File: src/rtl/ow_slot_pkg.sv
package ow_slot_pkg;
  // timing tables in microseconds
  localparam int STD_SAMPLE_US  = 30;
  localparam int STD_HOLD_US    = 40;
  localparam int STD_SLOTMAX_US = 120;
  localparam int STD_PDH_US     = 20;
  localparam int STD_PRES_US    = 100;
  localparam int OD_SAMPLE_US   = 4;
  localparam int OD_HOLD_US     = 6;
  localparam int OD_SLOTMAX_US  = 16;
  localparam int OD_PDH_US      = 2;
  localparam int OD_PRES_US     = 10;
  localparam int RST_STD_MIN_US = 480;
  localparam int RST_OD_MAX_US  = 80;

  typedef enum logic [1:0] {
    RCLS_NONE  = 2'd0,
    RCLS_STD   = 2'd1,
    RCLS_OD    = 2'd2,
    RCLS_UNDEF = 2'd3
  } rst_cls_e;

  typedef enum logic [2:0] {
    ST_IDLE, ST_FILT, ST_SLOT, ST_LONG, ST_WAIT, ST_PRES, ST_REL
  } slot_st_e;
endpackage

File: src/rtl/ow_sync.sv
module ow_sync #(
  parameter int  STAGES  = 2,
  parameter logic RST_VAL = 1'b1
) (
  input  logic clk,
  input  logic rst,
  input  logic d_i,
  output logic q_o
);
  logic [STAGES-1:0] sh_q;

  always_ff @(posedge clk) begin
    if (rst) sh_q <= {STAGES{RST_VAL}};
    else     sh_q <= {sh_q[STAGES-2:0], d_i};
  end

  assign q_o = sh_q[STAGES-1];
endmodule

File: src/rtl/ow_speed_table.sv
module ow_speed_table
  import ow_slot_pkg::*;
#(
  parameter int CLKS_PER_US = 4,
  parameter int CNT_W       = 12
) (
  input  logic             od_i,
  output logic [CNT_W-1:0] sample_o,
  output logic [CNT_W-1:0] hold_o,
  output logic [CNT_W-1:0] slotmax_o,
  output logic [CNT_W-1:0] pdh_o,
  output logic [CNT_W-1:0] pres_o
);
  localparam logic [CNT_W-1:0] S_SAMPLE  = CNT_W'(STD_SAMPLE_US  * CLKS_PER_US);
  localparam logic [CNT_W-1:0] S_HOLD    = CNT_W'(STD_HOLD_US    * CLKS_PER_US);
  localparam logic [CNT_W-1:0] S_SLOTMAX = CNT_W'(STD_SLOTMAX_US * CLKS_PER_US);
  localparam logic [CNT_W-1:0] S_PDH     = CNT_W'(STD_PDH_US     * CLKS_PER_US);
  localparam logic [CNT_W-1:0] S_PRES    = CNT_W'(STD_PRES_US    * CLKS_PER_US);
  localparam logic [CNT_W-1:0] O_SAMPLE  = CNT_W'(OD_SAMPLE_US   * CLKS_PER_US);
  localparam logic [CNT_W-1:0] O_HOLD    = CNT_W'(OD_HOLD_US     * CLKS_PER_US);
  localparam logic [CNT_W-1:0] O_SLOTMAX = CNT_W'(OD_SLOTMAX_US  * CLKS_PER_US);
  localparam logic [CNT_W-1:0] O_PDH     = CNT_W'(OD_PDH_US      * CLKS_PER_US);
  localparam logic [CNT_W-1:0] O_PRES    = CNT_W'(OD_PRES_US     * CLKS_PER_US);

  always_comb begin
    sample_o  = od_i ? O_SAMPLE  : S_SAMPLE;
    hold_o    = od_i ? O_HOLD    : S_HOLD;
    slotmax_o = od_i ? O_SLOTMAX : S_SLOTMAX;
    pdh_o     = od_i ? O_PDH     : S_PDH;
    pres_o    = od_i ? O_PRES    : S_PRES;
  end
endmodule

File: src/rtl/ow_slot_fsm.sv
module ow_slot_fsm
  import ow_slot_pkg::*;
#(
  parameter int CLKS_PER_US = 4,
  parameter int CNT_W       = 12,
  parameter int GLITCH_CLKS = 3
) (
  input  logic             clk,
  input  logic             rst,
  input  logic             line_s_i,
  input  logic             od_i,
  input  logic             tx_en_i,
  input  logic             tx_bit_i,
  input  logic [CNT_W-1:0] sample_i,
  input  logic [CNT_W-1:0] hold_i,
  input  logic [CNT_W-1:0] slotmax_i,
  input  logic [CNT_W-1:0] pdh_i,
  input  logic [CNT_W-1:0] pres_i,
  output logic             spd_od_o,
  output logic             drive_low_o,
  output logic             rx_valid_o,
  output logic             rx_bit_o,
  output logic             rst_valid_o,
  output logic [1:0]       rst_class_o,
  output logic             tx_req_o
);
  localparam logic [CNT_W-1:0] RST_STD_MIN = CNT_W'(RST_STD_MIN_US * CLKS_PER_US);
  localparam logic [CNT_W-1:0] RST_OD_MAX  = CNT_W'(RST_OD_MAX_US  * CLKS_PER_US);
  localparam logic [CNT_W-1:0] CNT_SAT     = {CNT_W{1'b1}};

  // filter variant picked by parameter
  logic filt_en;
  logic [CNT_W-1:0] filt_last;
  generate
    if (GLITCH_CLKS > 1) begin : g_filt
      assign filt_en   = 1'b1;
      assign filt_last = CNT_W'(GLITCH_CLKS - 1);
    end else begin : g_nofilt
      assign filt_en   = 1'b0;
      assign filt_last = '0;
    end
  endgenerate

  slot_st_e         st_q;
  logic [CNT_W-1:0] cnt_q;
  logic             spd_od_q, rd_zero_q, cap_q;
  rst_cls_e         cls_d;

  always_comb begin
    if (cnt_q >= RST_STD_MIN)                  cls_d = RCLS_STD;
    else if (spd_od_q && cnt_q <= RST_OD_MAX)  cls_d = RCLS_OD;
    else                                       cls_d = RCLS_UNDEF;
  end

  always_ff @(posedge clk) begin
    if (rst) begin
      st_q        <= ST_IDLE;
      cnt_q       <= '0;
      spd_od_q    <= 1'b0;
      rd_zero_q   <= 1'b0;
      cap_q       <= 1'b1;
      drive_low_o <= 1'b0;
      rx_valid_o  <= 1'b0;
      rx_bit_o    <= 1'b0;
      rst_valid_o <= 1'b0;
      rst_class_o <= RCLS_NONE;
      tx_req_o    <= 1'b0;
    end else begin
      rx_valid_o  <= 1'b0;
      rst_valid_o <= 1'b0;
      tx_req_o    <= 1'b0;
      case (st_q)
        ST_IDLE: begin
          drive_low_o <= 1'b0;
          if (!line_s_i) begin
            spd_od_q  <= od_i;
            rd_zero_q <= tx_en_i & ~tx_bit_i;
            cnt_q     <= CNT_W'(1);
            if (filt_en && !od_i) begin
              st_q <= ST_FILT;
            end else begin
              st_q        <= ST_SLOT;
              drive_low_o <= tx_en_i & ~tx_bit_i;
            end
          end
        end
        ST_FILT: begin
          if (line_s_i) begin
            st_q <= ST_IDLE;
          end else begin
            cnt_q <= cnt_q + 1'b1;
            if (cnt_q >= filt_last) begin
              st_q        <= ST_SLOT;
              drive_low_o <= rd_zero_q;
            end
          end
        end
        ST_SLOT: begin
          cnt_q       <= cnt_q + 1'b1;
          drive_low_o <= rd_zero_q && (cnt_q < hold_i);
          if (cnt_q == sample_i) cap_q <= line_s_i;
          if (!line_s_i && cnt_q >= slotmax_i) begin
            st_q        <= ST_LONG;
            drive_low_o <= 1'b0;
          end else if (line_s_i && !drive_low_o && cnt_q > sample_i) begin
            rx_valid_o <= 1'b1;
            rx_bit_o   <= cap_q;
            tx_req_o   <= 1'b1;
            cnt_q      <= '0;
            st_q       <= ST_IDLE;
          end
        end
        ST_LONG: begin
          if (line_s_i) begin
            rst_valid_o <= 1'b1;
            rst_class_o <= cls_d;
            spd_od_q    <= (cls_d == RCLS_OD);
            cnt_q       <= '0;
            st_q        <= (cls_d == RCLS_UNDEF) ? ST_IDLE : ST_WAIT;
          end else if (cnt_q != CNT_SAT) begin
            cnt_q <= cnt_q + 1'b1;
          end
        end
        ST_WAIT: begin
          cnt_q <= cnt_q + 1'b1;
          if (cnt_q >= pdh_i) begin
            cnt_q       <= '0;
            drive_low_o <= 1'b1;
            st_q        <= ST_PRES;
          end
        end
        ST_PRES: begin
          cnt_q <= cnt_q + 1'b1;
          if (cnt_q >= pres_i) begin
            drive_low_o <= 1'b0;
            st_q        <= ST_REL;
          end
        end
        ST_REL: begin
          if (line_s_i) st_q <= ST_IDLE;
        end
        default: st_q <= ST_IDLE;
      endcase
    end
  end

  assign spd_od_o = spd_od_q;
endmodule

File: src/rtl/ow_slot_engine.sv
module ow_slot_engine
  import ow_slot_pkg::*;
#(
  parameter int CLKS_PER_US = 4,
  parameter int GLITCH_CLKS = 3,
  parameter int SYNC_STAGES = 2
) (
  input  logic       clk,
  input  logic       rst,
  input  logic       line_i,
  input  logic       od_i,
  input  logic       tx_en_i,
  input  logic       tx_bit_i,
  output logic       drive_low_o,
  output logic       rx_valid_o,
  output logic       rx_bit_o,
  output logic       rst_valid_o,
  output logic [1:0] rst_class_o,
  output logic       tx_req_o
);
  localparam int CNT_W = $clog2(RST_STD_MIN_US * CLKS_PER_US + 1) + 1;

  logic             line_s, spd_od;
  logic [CNT_W-1:0] sample, hold, slotmax, pdh, pres;

  ow_sync #(.STAGES(SYNC_STAGES), .RST_VAL(1'b1)) sync_i (
    .clk(clk), .rst(rst), .d_i(line_i), .q_o(line_s)
  );

  ow_speed_table #(.CLKS_PER_US(CLKS_PER_US), .CNT_W(CNT_W)) tbl_i (
    .od_i(spd_od), .sample_o(sample), .hold_o(hold), .slotmax_o(slotmax),
    .pdh_o(pdh), .pres_o(pres)
  );

  ow_slot_fsm #(.CLKS_PER_US(CLKS_PER_US), .CNT_W(CNT_W),
                .GLITCH_CLKS(GLITCH_CLKS)) fsm_i (
    .clk(clk), .rst(rst), .line_s_i(line_s), .od_i(od_i),
    .tx_en_i(tx_en_i), .tx_bit_i(tx_bit_i),
    .sample_i(sample), .hold_i(hold), .slotmax_i(slotmax),
    .pdh_i(pdh), .pres_i(pres), .spd_od_o(spd_od),
    .drive_low_o(drive_low_o), .rx_valid_o(rx_valid_o), .rx_bit_o(rx_bit_o),
    .rst_valid_o(rst_valid_o), .rst_class_o(rst_class_o), .tx_req_o(tx_req_o)
  );
endmodule

File: config.mk
export PLATFORM = sky130hd
export DESIGN_NAME = ow_slot_engine
export DESIGN_NICKNAME = d
export VERILOG_FILES = /design/src/rtl/ow_slot_pkg.sv /design/src/rtl/ow_sync.sv /design/src/rtl/ow_speed_table.sv /design/src/rtl/ow_slot_fsm.sv /design/src/rtl/ow_slot_engine.sv
export SDC_FILE = /design/constraint.sdc
export NUM_CORES = 1
export LEC_CHECK = 0
export BUFFER_PORTS_ARGS = -buffer_cell sky130_fd_sc_hd__clkbuf_2
export CAP_MARGIN = 15
export CORE_ASPECT_RATIO = 1.2
export CORE_MARGIN = 2
export CORE_UTILIZATION = 33
export CTS_CLUSTER_SIZE = 14
export DETAILED_ROUTE_END_ITERATION = 6
export PLACE_DENSITY = 0.57
export RECOVER_POWER = 100
export SLEW_MARGIN = 0
export SYNTH_ARGS = -nofsm -noshare
export SYNTH_HDL_FRONTEND = slang
export SYNTH_SLANG_ARGS = --single-unit
File: constraint.sdc
create_clock -name clk -period 5.7 [get_ports clk]
set_input_delay 0.285 -clock clk [delete_from_list [all_inputs] [get_ports clk]]
set_output_delay 0.285 -clock clk [all_outputs]
set_load 0.02 [all_outputs]
* Word-level counts from Yosys, hierarchy flattened
Index checks and enable logic that the tools add are counted.
** Storage, ports and cells
- Flip-flop bits (word level) :: 26
- Output and inout bits :: 7
- Memories kept :: 0
- Bits of input ports :: 6
- ROM bits :: 0
- Bits in writable memories :: 0
- Bits in latches :: 0
- Word-level logic and storage cells :: 107
** Cells by class
- Bitwise operators :: 6
- Mux-type cells :: 40
- Magnitude comparators :: 8
- Div/mod/pow operators :: 0
- Reduce and logical (&&, ||, !) cells :: 21
- Equal/unequal tests :: 20
- $mul :: 0
- Add/sub/neg operators :: 1
- Shift-type cells :: 0
** Operators by type and width (number)
- two-way mux 12 bit :: 7
- case mux 12 bit (6 select lines) :: 1
- two-way mux 3 bit :: 10
- greater-or-equal comparator 12 x 9 -> 1 bit :: 2
- case mux 3 bit (7 select lines) :: 1
- two-way mux 9 bit :: 2
- two-way mux 7 bit :: 2
- adder 12 x 1 -> 12 bit, second input constant :: 1
- == test 12 x 7 -> 1 bit :: 1
- greater-or-equal comparator 12 x 11 -> 1 bit, second input constant :: 1
- greater-or-equal comparator 12 x 2 -> 1 bit, second input constant :: 1
- greater-or-equal comparator 12 x 7 -> 1 bit :: 1
- greater-than comparator 12 x 7 -> 1 bit :: 1
- <= comparator 12 x 9 -> 1 bit, second input constant :: 1
- less-than comparator 12 x 8 -> 1 bit :: 1
- two-way mux 1 bit :: 12
- inequality test 12 bit, second input constant :: 1
- == test 3 bit, second input constant :: 3
- two-way mux 8 bit :: 1
- inequality test 2 bit, second input constant :: 4
- AND reduction 7 bit :: 1
- == test 3 x 2 -> 1 bit, second input constant :: 2
- inequality test 2 x 1 -> 1 bit, second input constant :: 3
- inequality test 3 x 2 -> 1 bit, second input constant :: 2
- 20 further kinds :: 34

* Depth between registers and ports, before layout
Gate-level depths: netlist of run 1.
- Depth after elaboration :: 8
- Gate-level depth with buffers :: 9
- Gate-level depth less buffers :: 8

* Modules after synthesis
From an unflattened synthesis of run 1, not the netlist that was laid out.
** Second synthesis, totals
- Cell total of the unflattened synthesis :: 448
- Area total of the unflattened synthesis :: 3345.7 um^2
** Modules (own cells, without submodules)
- ow_slot_fsm :: area each 2839.0 um^2, times used 1, sequential area each 480.5 um^2, cells an instance 382
- ow_speed_table :: area each 454.2 um^2, times used 1, sequential area each 0.0 um^2, cells an instance 62
- ow_sync :: area each 52.6 um^2, times used 1, sequential area each 40.0 um^2, cells an instance 4

* Worst setup path before layout of run 1
No wires, ideal clock.
- Kind :: register -> register
- From :: register fsm_i.spd_od_q (netlist: fsm_i.spd_od_o)
- To :: register fsm_i.st_q[0]
- Setup time :: 0.071 ns
- Setup slack :: 3.505 ns
- Arrival :: 2.125 ns
- Data required time :: 5.629 ns
- Path buffers :: 0
- Clock period less this slack :: 2.195 ns
- Stages on the path, launching flop included :: 9
- Cell sequence :: dfxtp_1 > inv_1 > ha_1 > and3_1 > and4_4 > a211oi_4 > nor2b_1 > or3_1 > a21oi_1
** Between the ends
- Longest elaborated chain between the ends :: 5
** RTL lines
- start, declared :: line ow_slot_fsm.sv:46 : logic spd_od_q, rd_zero_q, cap_q;
- start signal, assigned :: line ow_slot_fsm.sv:76 : spd_od_q <= od_i;
- start signal, assigned :: line ow_slot_fsm.sv:117 : spd_od_q <= (cls_d == RCLS_OD);
- two-way mux 7 bit or two-way mux 9 bit (tied branches) :: line ow_speed_table.sv:26, ow_speed_table.sv:28
- greater-than comparator 12 x 7 -> 1 bit or greater-or-equal comparator 12 x 9 -> 1 bit (tied branches) :: line ow_slot_fsm.sv:105, ow_slot_fsm.sv:102
- logical AND 1 bit, on equally long branches :: line ow_slot_fsm.sv:105, ow_slot_fsm.sv:102
- inequality test 3 x 1 -> 1 bit (no line) or two-way mux 3 bit (tied branches)
- AND reduction 7 bit (no line) or case mux 3 bit (7 select lines) (tied branches)
- end signal, assigned :: line ow_slot_fsm.sv:119 : st_q <= (cls_d == RCLS_UNDEF) ? ST_IDLE : ST_WAIT;
- end, declared :: line ow_slot_fsm.sv:44 : slot_st_e st_q;
Parallel ways exist; a longest one is shown, timed or not.
A chain may end at the register's enable or synchronous reset.

* Worst setup path after layout of run 1
- From :: register fsm_i.spd_od_q (netlist: fsm_i.spd_od_o)
- To :: register fsm_i.cnt_q[9]
** Between the ends
- Longest elaborated chain between the ends :: 6
** RTL lines
- two-way mux 7 bit :: line ow_speed_table.sv:26 : sample_o = od_i ? O_SAMPLE : S_SAMPLE;
- greater-than comparator 12 x 7 -> 1 bit :: line ow_slot_fsm.sv:105 : end else if (line_s_i && !drive_low_o && cnt_q > sample_i) begin
- logical AND 1 bit :: line ow_slot_fsm.sv:105
- two-way mux 12 bit :: line ow_slot_fsm.sv:105
- two-way mux 12 bit :: line ow_slot_fsm.sv:102 : if (!line_s_i && cnt_q >= slotmax_i) begin
- case mux 12 bit (6 select lines) * :: line ow_slot_fsm.sv:72 : case (st_q)
- end signal, assigned :: line ow_slot_fsm.sv:91 : cnt_q <= cnt_q + 1'b1;
- end signal, assigned :: line ow_slot_fsm.sv:99 : cnt_q <= cnt_q + 1'b1;
- end signal, assigned :: line ow_slot_fsm.sv:121 : cnt_q <= cnt_q + 1'b1;
- end, declared :: line ow_slot_fsm.sv:45 : logic [CNT_W-1:0] cnt_q;
Mark *: on every way between the ends. The rest lies on a longest branch, timed or not.

==> impl_metrics.csv, run 1 <==
group,metric,value,unit
logic_synthesis,synth_seq_cells,26,
floorplan,die_h,88.47,um
pwr,ir_worst_vdd,0.08760,mV
layout,multi_input_area,1286,um2
pwr,design_power_total,0.5549,mW
layout,fin_nets,254,
logic_synthesis,synth_top_family_by_area,"simple AND/OR/NAND/NOR gates",
sta,setup_tns,0,ns
layout,fillCellCount,614,
sta,hold_viol,0,
floorplan,core-area,5705,um2
logic_synthesis,netlist_top_cells_area,"dfxtp_1, ha_1, mux2i_1",
setup_path,crit_fanout,10,
global_route,track_usage,0.1548,
detailed_routing,wl_per_cell,14.94,um
clock_network,cts_setup_buffers,0,
global_route,antenna_found_initial,0,
sta,drv_slew,0,
detailed_routing,drc,0,
sta,max_freq,309.9,MHz
logic_synthesis,yosysTopAreaCellShare,0.2653,
detailed_routing,via_count,1686,
logic_synthesis,synth_most_common_cell,"dfxtp_1",
clock_network,clk_pin_slew,0.09,ns
clock_network,cts-htree-levels,1,
clock_network,cts_resized,0,
sta,fin_skew,0.001667,ns
setup_path,cpPeakStageDelay,1.07,ns
layout,area_growth,5.676,%
detailed_routing,drtAntennaViolNets,0,
logic_synthesis,synth_nets,250,
floorplan,rows,30,
detailed_routing,dr.pass1.iters,4,
pwr,leakage,0.7861,nW
logic_synthesis,yosys_warnings,0,
setup_path,crit_required,5.90,ns
flow_run,drv_cap,0,
placed_design,dp_hpwl,3.534,mm
clock_network,numCtsBuffers,3,
sta,post-route-period-util,0.5661,
global_route,grt-ovfl-total,0,
logic_synthesis,synth.distinct_cells,66,
setup_path,crit_family,"compound AO/OA/AOI/OAI gates",
clock_network,clk_latency,0.28,ns
logic_synthesis,syn_inst,232,
logic_synthesis,async_flop_share,0,
setup_path,arrival,3.42,ns
detailed_routing,avgViaCountPerCell,5.352,
logic_synthesis,synth_mux_area_frac,0.04145,
detailed_routing,drt_iter0_markers,96,
logic_synthesis,syn_area,1962,um2
placed_design,gp_congestion,0.8648,
layout,antenna_cells,0,
floorplan,io_pins,13,
layout,drive_above_1_share,0.1021,
clock_network,root_buffer,"clkbuf_8",
sta,relSlewSlack,0.09407,
setup_path,path_buf_inv,1,
layout,regArea,520.5,um2
sta,worst_slew_pin_slew,1.345,ns
clock_network,clock_sinks,26,
setup_path,cp_slowest_cell,"o21ai_0",
setup_path,cp-end-kind,"flip-flop",
floorplan,die_area,6580,um2
logic_synthesis,synthAdderAreaFrac,0.07653,
setup_path,critical_path_class,"reg2reg",
floorplan,initial_core_util,0.3439,
logic_synthesis,avgSynthCellArea,8.456,um2
logic_synthesis,synth_edf_count,0,
placed_design,port_buffers,12,
setup_path,start_kind,"flip-flop",
sta,rsz0062_at_grt,"false",
clock_network,cts_tree,"yes",
status,outcome,"finished clean",
sta,setup_viol,0,
clock_network,clockBufferDepth,2,
logic_synthesis,synth-main-ff-cell,"dfxtp_1",
logic_synthesis,synth-xor-area-share,0.01786,
floorplan,dieWidth,74.39,um
setup_path,path_cells,"inv_1 -> ha_1 -> and3_1 -> and4_1 -> a211oi_1 -> o21ai_0 -> o41ai_1 -> a211oi_2",
logic_synthesis,yosys.area_share.simple,0.3195,
global_route,grt_pass1_vias,1593,
worst_hold_path,hold_path_class,"in2reg",
clock_network,cts_hold_buf,0,
detailed_routing,totalWireLength,4.705,mm
global_route,grt_max_degree,25,
logic_synthesis,synth_compound_area_frac,0.2200,
logic_synthesis,yosysTopAreaCell,"dfxtp_1",
pwr,power.density,267.7,nW/um2
global_route,grt_first_pass_wirelength,7.872,mm
logic_synthesis,yosysSeqAreaShare,0.2653,
sta,fin_crit,3.227,ns
logic_synthesis,synthTopCellsByCount,"dfxtp_1, nor2_1, nand2_1, ha_1",
routing by layer:
metal	global-route usage	share of wire
met3	0.02164	0.023
met2	0.2582	0.50
met5	0	0
met1	0.1950	0.46
met4	0.07305	0.017
cells by family after synthesis:
kind of cell | count (synthesis)
AND/OR/NAND/NOR | 102
buffers and inverters | 25
AO/OA/AOI/OAI | 55
flip-flops | 26
adder cells (fa/ha/maj) | 12
multiplexers | 8
XOR/XNOR | 4
power breakdown:
| group | switching, mW | leakage, nW | total, mW | internal [mW] |
|---|---|---|---|---|
| combinational | 0.114 | 0.540 | 0.184 | 0.0696 |
| sequential | 0.0232 | 0.211 | 0.216 | 0.193 |
| clock | 0.0612 | 0.0357 | 0.155 | 0.0941 |
| total | 0.199 | 0.786 | 0.555 | 0.356 |
flip-flops by register name, indices dropped and copies added (netlist names):
register	count
fsm_i.rst_class_o	2
fsm_i.spd_od_o	1
fsm_i.st_q	3
fsm_i.rx_bit_o	1
fsm_i.rx_valid_o	1
fsm_i.rst_valid_o	1
sync_i.sh_q	2
fsm_i.rd_zero_q	1
fsm_i.cap_q	1
fsm_i.drive_low_o	1
fsm_i.cnt_q	12
path summary, 6_finish.rpt:
| kind | start | to | slack (ns) | depth (start not counted) |
|---|---|---|---|---|
| setup reg to reg | fsm_i.spd_od_o | fsm_i.cnt_q[9] | 2.47 | 8 |
| hold / removal | line_i | sync_i.sh_q[0] | 0.18 | 2 |
| setup / recovery | fsm_i.spd_od_o | fsm_i.cnt_q[9] | 2.47 | 8 |
| hold reg to reg | sync_i.sh_q[0] | sync_i.sh_q[1] | 0.42 | 1 |
per-stage QoR:
| stage | hold slack (ns) | setup WS, ns | utilization | area, um2 | instances |
|---|---|---|---|---|---|
| finish | 0.1799 | 2.473 | 0.3634 | 2073 | 315 |
| global route | 0.1699 | 2.222 | 0.3634 | 2073 | 315 |
| CTS | 0.1768 | 3.138 | 0.3719 | 2122 | 315 |
| detailed placement | 0.3991 | 3.172 | 0.3594 | 2051 | 311 |
| global placement | 0.3928 | 3.185 | 0.3594 | 2051 | 311 |
| floorplan | 0.3671 | 3.505 | - | 1962 | 232 |
cell usage in the layout (no fill, tap or decap), types with 3 or more instances in the layout:
| cell | instances |
|---|---|
| mux2i_1 | 7 |
| o21a_1 | 4 |
| clkbuf_2 | 4 |
| nand3_1 | 9 |
| xnor2_1 | 3 |
| nor2_1 | 18 |
| o31ai_1 | 3 |
| dfxtp_1 | 26 |
| clkbuf_1 | 8 |
| and3_1 | 8 |
| nor4_1 | 5 |
| nand2_1 | 14 |
| inv_1 | 10 |
| nor2b_1 | 10 |
| a211oi_1 | 4 |
| clkbuf_8 | 3 |
| o21ai_0 | 8 |
| ha_1 | 12 |
| nand2b_1 | 4 |
| nor3_1 | 7 |
| a21oi_1 | 6 |
| nand4_1 | 4 |
| a31oi_1 | 6 |
layout make-up:
| type | instances | share of cell area |
|---|---|---|
| Multi-Input combinational cell | 181 | 0.6204 |
| Sequential cell | 26 | 0.2511 |
| Clock buffer | 3 | 0.01992 |
| Clock inverter | 1 | 0.01448 |
| Tap cell | 80 | 0.04828 |
| Timing Repair Buffer | 12 | 0.02414 |
| Inverter | 12 | 0.02173 |
No activity file was read; power rests on OpenSTA's default activity.
==> run 2: changes to the inputs <==
clock period = 3.3 ns   (was 5.7 ns; I/O delays follow)
==> impl_metrics.csv, run 2 (synthesis results as in run 1) <==
group,metric,value,unit
sta,relSlewSlack,0.2136,
layout,final_common_cell,"dfxtp_1",
detailed_routing,wl_met3,96,um
setup_path,crit_required,3.50,ns
sta,hold_viol,0,
detailed_routing,top_layer,"met4",
floorplan,die_h,88.47,um
layout,antenna_cells,0,
detailed_routing,dr.pass1.iters,4,
layout,top_regs,"fsm_i.cnt_q (12), fsm_i.st_q (3)",
detailed_routing,drt_iter0_markers,94,
pwr,design_power_total,0.9734,mW
clock_network,cts-htree-levels,1,
detailed_routing,drtAntennaViolNets,0,
detailed_routing,via_count,1717,
global_route,grt_first_pass_wirelength,8.059,mm
setup_path,cp-end-kind,"flip-flop",
detailed_routing,avgViaCountPerCell,5.434,
floorplan,dieWidth,74.39,um
placed_design,gp_congestion,0.8548,
sta,drv_slew,0,
clock_network,cts_setup_buffers,0,
pwr,leakage,0.7971,nW
clock_network,cts_hold_buf,0,
clock_network,root_buffer,"clkbuf_8",
floorplan,die_area,6580,um2
floorplan,io_pins,13,
status,outcome,"finished clean",
clock_network,cts_tree,"yes",
global_route,grt_max_degree,25,
sta,max_freq,362.3,MHz
clock_network,clk_pin_slew,0.09,ns
floorplan,initial_core_util,0.3439,
global_route,grt_pass1_vias,1631,
sta,post-route-period-util,0.8365,
pwr,power.density,463.9,nW/um2
global_route,grt-ovfl-total,0,
sta,fin_crit,2.760,ns
clock_network,cts_resized,0,
layout,final_cell_count_no_fill,316,
flow_run,drv_cap,0,
layout,drive_above_1_share,0.1144,
detailed_routing,wl_per_cell,14.94,um
layout,fin_nets,255,
clock_network,clockBufferDepth,2,
layout,largest_reg_flops,12,
sta,worst_slew_pin_slew,1.180,ns
global_route,track_usage,0.1560,
setup_path,crit_start,"fsm_i.spd_od_o",
setup_path,crit_fanout,9,
floorplan,rows,30,
sta,setup_tns,0,ns
placed_design,dp_slack,0.8112,ns
global_route,antenna_found_initial,0,
detailed_routing,drc,0,
detailed_routing,wl_met1,2.217,mm
clock_network,clock_sinks,26,
setup_path,r2r-start,"fsm_i.spd_od_o",
placed_design,dp_cells,312,
clock_network,numCtsBuffers,3,
sta,setup_slack,0.5397,ns
placed_design,port_buffers,12,
sta,fin_skew,0.007360,ns
detailed_routing,totalWireLength,4.721,mm
pwr,ir_worst_vdd,0.1907,mV
clock_network,clk_latency,0.28,ns
floorplan,core-area,5705,um2
layout,area_growth,6.951,%
worst_hold_path,min-delay-start,"line_i",
sta,setup_viol,0,
sta,rsz0062_at_grt,"false",
setup_path,start_kind,"flip-flop",
worst_hold_path,hold_path_class,"in2reg",
setup_path,arrival,2.96,ns
layout,final_cell_mix,"dfxtp_1, nor2_1, nand2_1",
detailed_routing,wl_met2,2.316,mm
setup_path,critical_path_class,"reg2reg",
layout,largest-register,"fsm_i.cnt_q",
placed_design,dp_hpwl,3.571,mm
run 2: per-layer routing:
metal	GRT usage	vias to the layer above
met2	0.2647	19
met3	0.01595	9
met1	0.2064	817
met5	0	-
met4	0.05032	0
li1	-	872
run 2: metrics by stage:
step | utilization | cell area [um2] | hold WS [ns]
floorplan | - | 1962 | 0.2471
detailed placement | 0.3607 | 2058 | 0.3516
global placement | 0.3607 | 2058 | 0.3483
CTS | 0.3732 | 2130 | 0.05474
global route | 0.3678 | 2098 | 0.06512
finish | 0.3678 | 2098 | 0.05981
run 2: report_power, final:
group | internal [mW] | switching (mW)
logic | 0.127 | 0.199
registers | 0.333 | 0.0420
clock network | 0.163 | 0.109
total | 0.623 | 0.351
run 2: layout make-up:
type | instances | area, um2
Clock inverter | 1 | 30.03
Clock buffer | 3 | 41.29
Multi-Input combinational cell | 181 | 1304
Timing Repair Buffer | 13 | 57.56
Inverter | 12 | 45.04
Tap cell | 80 | 100.1
Sequential cell | 26 | 520.5
Fill cell | 611 | 3607
run 2: worst paths after layout:
path	to	slack, ns	cells after the start
max	fsm_i.st_q[0]	0.54	8
min	sync_i.sh_q[0]	0.06	2
max reg2reg	fsm_i.st_q[0]	0.54	8
min reg2reg	sync_i.sh_q[1]	0.41	1
run 2: critical path: stages (launching register included):
cell	delay, ns
dfxtp_1	0.50
inv_1	0.16
ha_1	0.38
and3_1	0.19
and4_1	0.22
a211oi_1	0.55
nor2b_1	0.16
or3_1	0.39
a21oi_1	0.14
